**src/rtl/sxg_pkg.sv**
```systemverilog
package sxg_pkg;
  // Registered control word produced by the sign-range detector.
  typedef struct packed {
    logic off;   // upper part closed
    logic sgn;   // rebuilt sign fill
    logic kctl;  // rebuilt bit 0 correction
  } sxg_flags_t;
endpackage

```
**src/rtl/sxg_part_add.sv**
```systemverilog
module sxg_part_add #(
  parameter int PW = 8
) (
  input  logic [PW-1:0] opa,
  input  logic [PW-1:0] opb,
  input  logic          cin,
  output logic [PW-1:0] sum,
  output logic          cout
);
  logic [PW:0] wide;
  assign wide = {1'b0, opa} + {1'b0, opb} + {{PW{1'b0}}, cin};
  assign sum  = wide[PW-1:0];
  assign cout = wide[PW];
endmodule

```
**src/rtl/sxg_detect.sv**
```systemverilog
module sxg_detect
  import sxg_pkg::*;
#(
  parameter int MW = 8
) (
  input  logic [MW-1:0] a_hi,
  input  logic [MW-1:0] b_hi,
  input  logic          lsp_cy,
  output sxg_flags_t    flags
);
  logic [MW-1:0] hi [2];
  logic [1:0]    all1;
  logic [1:0]    all0;

  assign hi[0] = a_hi;
  assign hi[1] = b_hi;

  for (genvar k = 0; k < 2; k++) begin : g_op
    assign all1[k] = &hi[k];
    assign all0[k] = ~|hi[k];
  end

  logic ext_a, ext_b, both1, both0, mixed;
  assign ext_a = all1[0] | all0[0];
  assign ext_b = all1[1] | all0[1];
  assign both1 = all1[0] & all1[1];
  assign both0 = all0[0] & all0[1];
  assign mixed = (all1[0] & all0[1]) | (all0[0] & all1[1]);

  // Upper byte value of the sum is {sgn x7, sgn^kctl} in every closed case.
  assign flags.off  = ext_a & ext_b;
  assign flags.sgn  = both1 | (mixed & ~lsp_cy);
  assign flags.kctl = (both0 & lsp_cy) | (both1 & ~lsp_cy);
endmodule

```
**src/rtl/sxg_signext.sv**
```systemverilog
module sxg_signext
  import sxg_pkg::*;
#(
  parameter int MW = 8
) (
  input  sxg_flags_t    flags,
  input  logic [MW-1:0] msp_sum,
  output logic [MW-1:0] msp_out
);
  logic [MW-1:0] rebuilt;
  assign rebuilt = {{(MW-1){flags.sgn}}, flags.sgn ^ flags.kctl};
  assign msp_out = flags.off ? rebuilt : msp_sum;
endmodule

```
**src/rtl/sxg_addsub.sv**
```systemverilog
module sxg_addsub
  import sxg_pkg::*;
#(
  parameter int W  = 16,
  parameter int LW = 8
) (
  input  logic         clk,
  input  logic         rst_n,
  input  logic         in_valid,
  output logic         in_ready,
  input  logic [W-1:0] in_a,
  input  logic [W-1:0] in_b,
  input  logic         in_sub,
  output logic         out_valid,
  input  logic         out_ready,
  output logic [W-1:0] out_data,
  output logic         upper_off
);
  localparam int MW = W - LW;

  // ---- input side: effective B, lower add, detection, gating ----
  logic [W-1:0]  b_eff;
  logic [LW-1:0] lsp_sum;
  logic          lsp_cy;
  sxg_flags_t    det;
  logic [MW-1:0] a_hi_g, b_hi_g;
  logic          accept;

  assign b_eff = in_sub ? ~in_b : in_b;

  sxg_part_add #(.PW(LW)) u_lsp (
    .opa (in_a[LW-1:0]),
    .opb (b_eff[LW-1:0]),
    .cin (in_sub),
    .sum (lsp_sum),
    .cout(lsp_cy)
  );

  sxg_detect #(.MW(MW)) u_det (
    .a_hi  (in_a[W-1:LW]),
    .b_hi  (b_eff[W-1:LW]),
    .lsp_cy(lsp_cy),
    .flags (det)
  );

  // AND gating: upper operands forced to zero when the upper part is closed
  assign a_hi_g = in_a[W-1:LW]  & {MW{~det.off}};
  assign b_hi_g = b_eff[W-1:LW] & {MW{~det.off}};

  // ---- stage registers ----
  logic          vld_q;
  logic [LW-1:0] lsp_q;
  logic          cy_q;
  logic [MW-1:0] a_hi_q, b_hi_q;
  sxg_flags_t    flg_q;

  assign in_ready = ~vld_q | out_ready;
  assign accept   = in_valid & in_ready;

  always_ff @(posedge clk or negedge rst_n) begin
    if (!rst_n) begin
      vld_q  <= 1'b0;
      lsp_q  <= '0;
      cy_q   <= 1'b0;
      a_hi_q <= '0;
      b_hi_q <= '0;
      flg_q  <= '0;
    end else if (accept) begin
      vld_q  <= 1'b1;
      lsp_q  <= lsp_sum;
      cy_q   <= lsp_cy;
      a_hi_q <= a_hi_g;
      b_hi_q <= b_hi_g;
      flg_q  <= det;
    end else if (out_ready) begin
      vld_q  <= 1'b0;
    end
  end

  // ---- output side: upper add and sign-extension rebuild ----
  logic [MW-1:0] msp_sum, msp_res;
  logic          msp_cy_unused_n;

  sxg_part_add #(.PW(MW)) u_msp (
    .opa (a_hi_q),
    .opb (b_hi_q),
    .cin (cy_q),
    .sum (msp_sum),
    .cout(msp_cy_unused_n)
  );

  sxg_signext #(.MW(MW)) u_sx (
    .flags  (flg_q),
    .msp_sum(msp_sum),
    .msp_out(msp_res)
  );

  assign out_valid = vld_q;
  assign out_data  = {msp_res, lsp_q};
  assign upper_off = flg_q.off;

  // carry out of bit W-1 is dropped: results are modulo 2^W
  logic drop_sink;
  assign drop_sink = msp_cy_unused_n & 1'b0;
  logic unused_ok;
  assign unused_ok = drop_sink;
endmodule

```
**config.mk**
```make
export PLATFORM = sky130hd
export DESIGN_NAME = sxg_addsub
export DESIGN_NICKNAME = d
export VERILOG_FILES = /design/src/rtl/sxg_pkg.sv /design/src/rtl/sxg_part_add.sv /design/src/rtl/sxg_detect.sv /design/src/rtl/sxg_signext.sv /design/src/rtl/sxg_addsub.sv
export SDC_FILE = /design/constraint.sdc
export NUM_CORES = 1
export LEC_CHECK = 0
export BUFFER_PORTS_ARGS = -buffer_cell sky130_fd_sc_hd__buf_2
export CORE_ASPECT_RATIO = 0.8
export CORE_MARGIN = 1
export CORE_UTILIZATION = 30
export CTS_CLUSTER_SIZE = 12
export DETAILED_ROUTE_END_ITERATION = 6
export PLACE_DENSITY = 0.51
export RECOVER_POWER = 50
export SETUP_SLACK_MARGIN = 0.02
export SLEW_MARGIN = 20
export SYNTH_ARGS = -nofsm -noshare
export SYNTH_HDL_FRONTEND = slang
export SYNTH_HIERARCHICAL = 1
export SYNTH_SLANG_ARGS = --single-unit
```
**constraint.sdc**
```tcl
create_clock -name clk -period 3 [get_ports clk]
set_clock_uncertainty 0.15 [all_clocks]
set_input_delay 0.3 -clock clk [delete_from_list [all_inputs] [get_ports clk]]
set_output_delay 0.3 -clock clk [all_outputs]
set_load 0.005 [all_outputs]
```
---- After elaboration in Yosys (flattened, before gate mapping) ----
Cells that the tools add are included.
storage, ports and cells
  bits of input ports ..................... 37
  bits in registers ....................... 29
  logic and storage cells ................. 45
operators by class
  muxes and demuxes ....................... 4
  bitwise operators ....................... 22
  reductions and logical operators ........ 7
  add/sub/neg operators ................... 4
operators with widths
  kind                  count
  bitwise AND 8 bit     2
  2-to-1 mux 16 bit     1
  inverter 16 bit       1
  AND reduction 8 bit   2
  OR reduction 8 bit    2
  adder 8 x 8 -> 9 bit  1
  adder 9 x 1 -> 9 bit  1
  bitwise AND 1 bit     9
  adder 8 x 1 -> 8 bit  1
  adder 8 bit           1
  2-to-1 mux 8 bit      1
  bitwise OR 1 bit      6
  inverter 1 bit        3
  logical NOT 1 bit     2
  2-to-1 mux 1 bit      2
  nonzero test 2 bit    1
  bitwise XOR 1 bit     1

---- Longest topological paths before layout ----
Gate-level depths: netlist of run 1.
  depth in word-level cells ............... 8
  depth in mapped cells ................... 12
  depth with buffers taken out ............ 10

---- Cells and area by module ----
The synthesis of run 1 kept the hierarchy.
by module, submodules not included
  module        area an instance (µm²)  instances  cells each
  sxg_addsub    1346.3                  1          90
  sxg_part_add  331.6                   2          42
  sxg_detect    140.1                   1          18
  sxg_signext   93.8                    1          19

---- Worst setup path after synthesis of run 1 ----
Ideal clock, no wire load.
  path kind ............................... input-to-reg
  from .................................... input port in_sub
  to ...................................... register flg_q[0] (netlist bit)
  arrival ................................. 2507 ps
  cell stages on the path ................. 12
  required time ........................... 2725 ps
  slack ................................... 218 ps
  cells stage by stage .................... buf_6 > buf_6 > xor2_1 > fa_1 > fa_1 > a21oi_1 > nor2_1 > nor2_1 > o21ai_0 > nand3_1 > o21ai_0 > mux2_2
RTL lines
  element               RTL line          RTL
  start, declared       sxg_addsub.sv:13  input logic in_sub,
  end signal, assigned  sxg_addsub.sv:74  flg_q <= det;
  end, declared         sxg_addsub.sv:55  sxg_flags_t flg_q;

---- Worst setup path after layout of run 1 ----
  from .................................... register a_hi_q[0]
  to ...................................... output port out_data[14]
on the way
  longest elaborated chain between the ends .. 3
RTL lines
  element                 RTL line            RTL
  start, declared         sxg_addsub.sv:54    logic [MW-1:0] a_hi_q, b_hi_q;
  start signal, assigned  sxg_addsub.sv:72    a_hi_q <= a_hi_g;
  adder 8 bit             sxg_part_add.sv:11  assign wide = {1'b0, opa} + {1'b0, opb} + {{PW{1'b0}}, cin};
  adder 8 x 1 -> 8 bit    sxg_part_add.sv:11
  via msp_sum[6]          sxg_addsub.sv:81    logic [MW-1:0] msp_sum, msp_res;
  2-to-1 mux 8 bit        sxg_signext.sv:12   assign msp_out = flags.off ? rebuilt : msp_sum;
  end, declared           sxg_addsub.sv:16    output logic [W-1:0] out_data,
The timed path passes the listed nets, and every way through them passes these cells.

==> flow_summary.yaml, run 1 <==
placed_design:
  gp_congestion: 0.8046
  dp_cells: 346
  port_buffers: 55
  dp_hpwl_um: 3938
worst_setup_path:
  critPathLaunchType: "flip-flop"
  worstPathCellList: "fa_2, fa_2, a21oi_2, nor2_1, nor2_1, xnor2_1, inv_1, o21ai_0, buf_2"
  end_kind: "output pin"
  cp-startpoint: "a_hi_q[0]$_DFFE_PN0P_"
  arrival_ns: 2.28
  critical_path_class: "reg2out"
  worstPathMaxFanout: 2
  crit_family: "adder cells"
  worstReg2RegStart: "out_valid$_DFFE_PN0P_"
  timing.critical_path.buf_inv: 2
  slowest_stage: "fa_2"
  crit_required_ns: 2.55
  critPathMaxStageDelay_ns: 0.42
power_and_ir_drop:
  ir_drop_mv: 0.1493
  power_density_mw_per_mm2: 565.2
  p_leak_nw: 1.293
logic_synthesis:
  ys_warn_count: 6
  syn_inst: 208
  avgSynthCellArea_um2: 10.72
  synth_nets: 263
  netlist_area_mm2: 0.002230
clock_network:
  clk_path_buf_depth: 2
  path_clk_slew_ns: 0.07
  numClockSinks: 29
  cts_buffers: 5
  cts_tree: "yes"
  worstSkewPairLatency_ns: 0.28
  post_cts_buffers: 0
  root_buffer: "clkbuf_8"
  h-tree-depth: 2
grt:
  antenna_found_initial: 0
  grt_pass1_wl_um: 8645
  grt_pass1_vias: 1805
  overflow: 0
  grt_usage: 0.1442
  grt_start_max_net_pins: 30
finish:
  num-fill-cells: 738
  regArea_um2: 725.7
  multiInputGateArea_mm2: 0.001395
  layout_commonest_cell: "buf_2"
  layoutNonFillerInstCount: 355
  diodes: 0
  fin_nets: 322
  drive_gt1_frac: 0.3545
  layout_common_cells: "51 x buf_2, 29 x dfrtp_1, 20 x xor2_1, 14 x ha_1"
  area_growth_pct: 19.14
routing:
  viasPerCell: 4.817
  drt-met1-wl_um: 2466
  wire_per_inst_um: 13.82
  drt-initial-drc-count: 73
  wl_met3_um: 191
  top_layer_used: "met4"
  route.met2.wl_um: 2210
  ant_nets: 0
  vias: 1710
  drt_drc_violations_left: 1
  routed_wl_um: 4907
  drtPass1Iterations: 7
timing:
  hold_viol_final: 0
  post-route-period-util: 0.9091
  rsz0062_at_grt: "false"
  timing.final.crit_period_ns: 2.727
  finalSetupTns_ns: 0
  slew_headroom: -0.04142
  setup_viol: 0
  worstMarginPinSlew_ns: 1.562
  fmax_mhz: 366.7
  final_max_slew_viol_count: 30
floorplan:
  io_pins: 56
  std_cell_rows: 27
  die_w_um: 98.39
  core_area_mm2: 0.007027
  die_area_mm2: 0.007783
  die_h_um: 79.11
  initial_core_util: 0.3173
status:
  violations: "DRC, capacitance limit, slew limit"
  status: "complete, but fails checks"
flow_run:
  max_cap_violations: 1
hold_path:
  hp-class: "in2reg"
  min-delay-start: "in_valid"
final timing paths:
path | end | slack, ns | depth (start not counted)
min in group asynchronous | lsp_q[4]$_DFFE_PN0P_ | 0.78 | 2
hold / removal | out_valid$_DFFE_PN0P_ | 0.12 | 2
setup reg to reg | flg_q[0]$_DFFE_PN0P_ | 1.48 | 3
setup / recovery | out_data[14] | 0.27 | 9
hold reg to reg | lsp_q[4]$_DFFE_PN0P_ | 0.36 | 1
max in group asynchronous | lsp_q[7]$_DFFE_PN0P_ | 0.99 | 2
cell type report:
type                            instances  area share
Clock buffer                            6     0.02732
Timing Repair Buffer                   58      0.1112
Clock inverter                          2    0.003768
Inverter                               13     0.01837
Multi-Input combinational cell        160      0.5252
Tap cell                               87     0.04098
Sequential cell                        29      0.2732
worst register-to-register path: stages, from the launching register on:
cell,delay [ns]
dfrtp_1,0.34
nand2b_1,0.13
nand2_4,0.38
mux2_2,0.41
through the flow:
step	utilization	total power [W]	setup WS (ns)	area, um2	hold WS, ns
4_1_cts	0.3786	0.001521	0.07943	2660	0.1123
5_1_grt	0.3780	0.001635	0.08048	2656	0.1271
3_5_place_dp	0.3654	0.001201	0.06539	2567	0.2230
2_1_floorplan	-	0.0009753	0.2184	2230	-0.1456
6_report	0.3780	0.001501	0.2727	2656	0.1173
3_3_place_gp	0.3654	0.001197	0.1627	2567	0.2254
state kept, by name (all words and copies together) (netlist names):
name and cells:
a_hi_q 8, b_hi_q 8, flg_q 2, cy_q 1, out_valid 1, upper_off 1
lsp_q 8
routing by layer:
| layer | GRT usage | up-vias |
|---|---|---|
| li1 | - | 871 |
| met1 | 0.1961 | 802 |
| met2 | 0.2317 | 33 |
| met3 | 0.03081 | 4 |
| met4 | 0.04030 | 0 |
| met5 | 0 | - |
what timing repair did:
| item | in CTS | in global routing |
|---|---|---|
| resized for setup | 0 | 3 |
| hold buffers | 1 | 0 |
| endpoints found under the hold margin | 29 | 0 |
| setup endpoints to repair | 0 | 2 |
power by group:
| part | switching (W) | internal (W) |
|---|---|---|
| logic | 0.000318 | 0.000347 |
| registers | 0.0000536 | 0.000470 |
| clock network | 0.000152 | 0.000160 |
Power figures use the tool's default switching activity.
==> inputs of run 2 (changes only) <==
--- a/config.mk
+++ b/config.mk
@@ -13,6 +13,7 @@
 export DETAILED_ROUTE_END_ITERATION = 6
 export PLACE_DENSITY = 0.51
 export RECOVER_POWER = 50
+export REMOVE_ABC_BUFFERS = 1
 export SETUP_SLACK_MARGIN = 0.02
 export SLEW_MARGIN = 20
 export SYNTH_ARGS = -nofsm -noshare
==> run 2 against run 1 <==
  * Final cell count up 0.28%
  * Clock power up 39%
  * The flow still finishes with violations (DRC, capacitance limit, slew limit)
  * Sequential power down 0.8%
  * Clock-buffer cell count unchanged
  * Flip-flop and latch count unchanged
  * Setup slack worse by 0.068 ns
  * Combinational power down 1%
==> flow_summary.yaml, run 2 (synthesis results as in run 1) <==
finish:
  area_growth_pct: 20.88
  top_regs: "a_hi_q: 8 flops, b_hi_q: 8 flops, lsp_q: 8 flops"
  diodes: 0
  drive_gt1_frac: 0.3457
  layout_commonest_cell: "buf_2"
  layoutNonFillerInstCount: 356
  fin_nets: 323
  layout_common_cells: "48 x buf_2, 29 x dfrtp_1, 20 x xor2_1, 14 x ha_1"
  stdcell_area_mm2: 0.002695
grt:
  grt_start_max_net_pins: 30
  overflow: 0
  antenna_found_initial: 0
  grt_usage: 0.1417
  grt_pass1_vias: 1722
  grt_pass1_wl_um: 8562
clock_network:
  cts_buffers: 5
  cts_tree: "yes"
  root_buffer: "clkbuf_8"
  h-tree-depth: 2
  clk_path_buf_depth: 2
  worstSkewPairLatency_ns: 0.28
  post_cts_buffers: 0
  path_clk_slew_ns: 0.07
  numClockSinks: 29
timing:
  setup_viol: 0
  post-route-period-util: 0.9316
  worstMarginPinSlew_ns: 1.645
  final_max_slew_viol_count: 30
  hold_viol_final: 0
  fmax_mhz: 357.8
  rsz0062_at_grt: "false"
  finalSetupTns_ns: 0
  timing.final.crit_period_ns: 2.795
  whs_ns: 0.1137
  slew_headroom: -0.09658
placed_design:
  port_buffers: 55
  dp_cells: 347
  dp_hpwl_um: 4021
  dpl_cell_area_mm2: 0.002575
  gp_congestion: 0.7439
worst_setup_path:
  cp-startpoint: "a_hi_q[0]$_DFFE_PN0P_"
  end_kind: "output pin"
  crit_required_ns: 2.55
  worstReg2RegStart: "out_valid$_DFFE_PN0P_"
  critPathLaunchType: "flip-flop"
  arrival_ns: 2.34
  critical_path_class: "reg2out"
  worstPathMaxFanout: 2
  reg2reg_setup_slack_ns: 1.45
routing:
  wire_per_inst_um: 14.54
  drt_drc_violations_left: 2
  routed_wl_um: 5178
  viasPerCell: 4.975
  drt-initial-drc-count: 84
  drtPass1Iterations: 6
  vias: 1771
  ant_nets: 0
hold_path:
  hp-class: "in2reg"
  min-delay-start: "in_valid"
floorplan:
  initial_core_util: 0.3173
  core_area_mm2: 0.007027
  die_h_um: 79.11
  std_cell_rows: 27
  die_w_um: 98.39
  die_area_mm2: 0.007783
  io_pins: 56
power_and_ir_drop:
  finalPower_w: 0.001613
  ir_drop_mv: 0.2437
  power_density_mw_per_mm2: 598.6
  p_leak_nw: 1.303
status:
  violations: "DRC, capacitance limit, slew limit"
  status: "complete, but fails checks"
flow_run:
  max_cap_violations: 1
==> run 2: final timing paths <==
check,cells after the start,endpoint
max,9,out_data[14]
max reg2reg,3,cy_q$_DFFE_PN0P_
min reg2reg,1,lsp_q[4]$_DFFE_PN0P_
min,2,out_valid$_DFFE_PN0P_
min in group asynchronous,2,a_hi_q[2]$_DFFE_PN0P_
max in group asynchronous,2,lsp_q[0]$_DFFE_PN0P_
==> run 2: area by class of cell <==
cell class              instances  area, um2
multi-input cells             160       1393
repair buffers                 59      299.0
clock buffers                   6      82.58
flip-flops and latches         29      725.7
fillers                       737       4332
well taps                      87      108.9
inverters                      13      48.80
clock inverters                 2      37.54
==> run 2: power breakdown <==
group	internal [W]	switching [W]	total, W
Combinational	0.000343	0.000315	0.000658
Clock	0.000270	0.000165	0.000435
Sequential	0.000470	0.0000502	0.000520
==> run 2: metal layers <==
metal / share of wire / global-route usage
met1: 0.51 / 0.1977
met2: 0.45 / 0.2232
met3: 0.038 / 0.03521
met4: 0.0066 / 0.02687
met5: 0 / 0
==> run 2: what timing repair did <==
action                                 4_1_cts  5_1_grt
resized for setup                            0        2
endpoints found under the hold margin       29        0
hold buffers                                 1        0
setup endpoints to repair                    0        1
==> run 2: stage by stage <==
| stage | util | setup WS, ns |
|---|---|---|
| floorplan | - | 0.4941 |
| global placement | 0.3665 | 0.1805 |
| detailed placement | 0.3665 | 0.07894 |
| CTS | 0.3850 | 0.06475 |
| global route | 0.3835 | 0.06533 |
| finish | 0.3835 | 0.2051 |
==> run 2: critical path: stages (launching register included) <==
cell and delay (ns):
dfrtp_1 0.41, fa_1 0.48, fa_2 0.38, a21oi_2 0.17
nor2_1 0.08, nor2_1 0.11, xnor2_1 0.12, inv_1 0.05
o21ai_0 0.13, buf_2 0.13
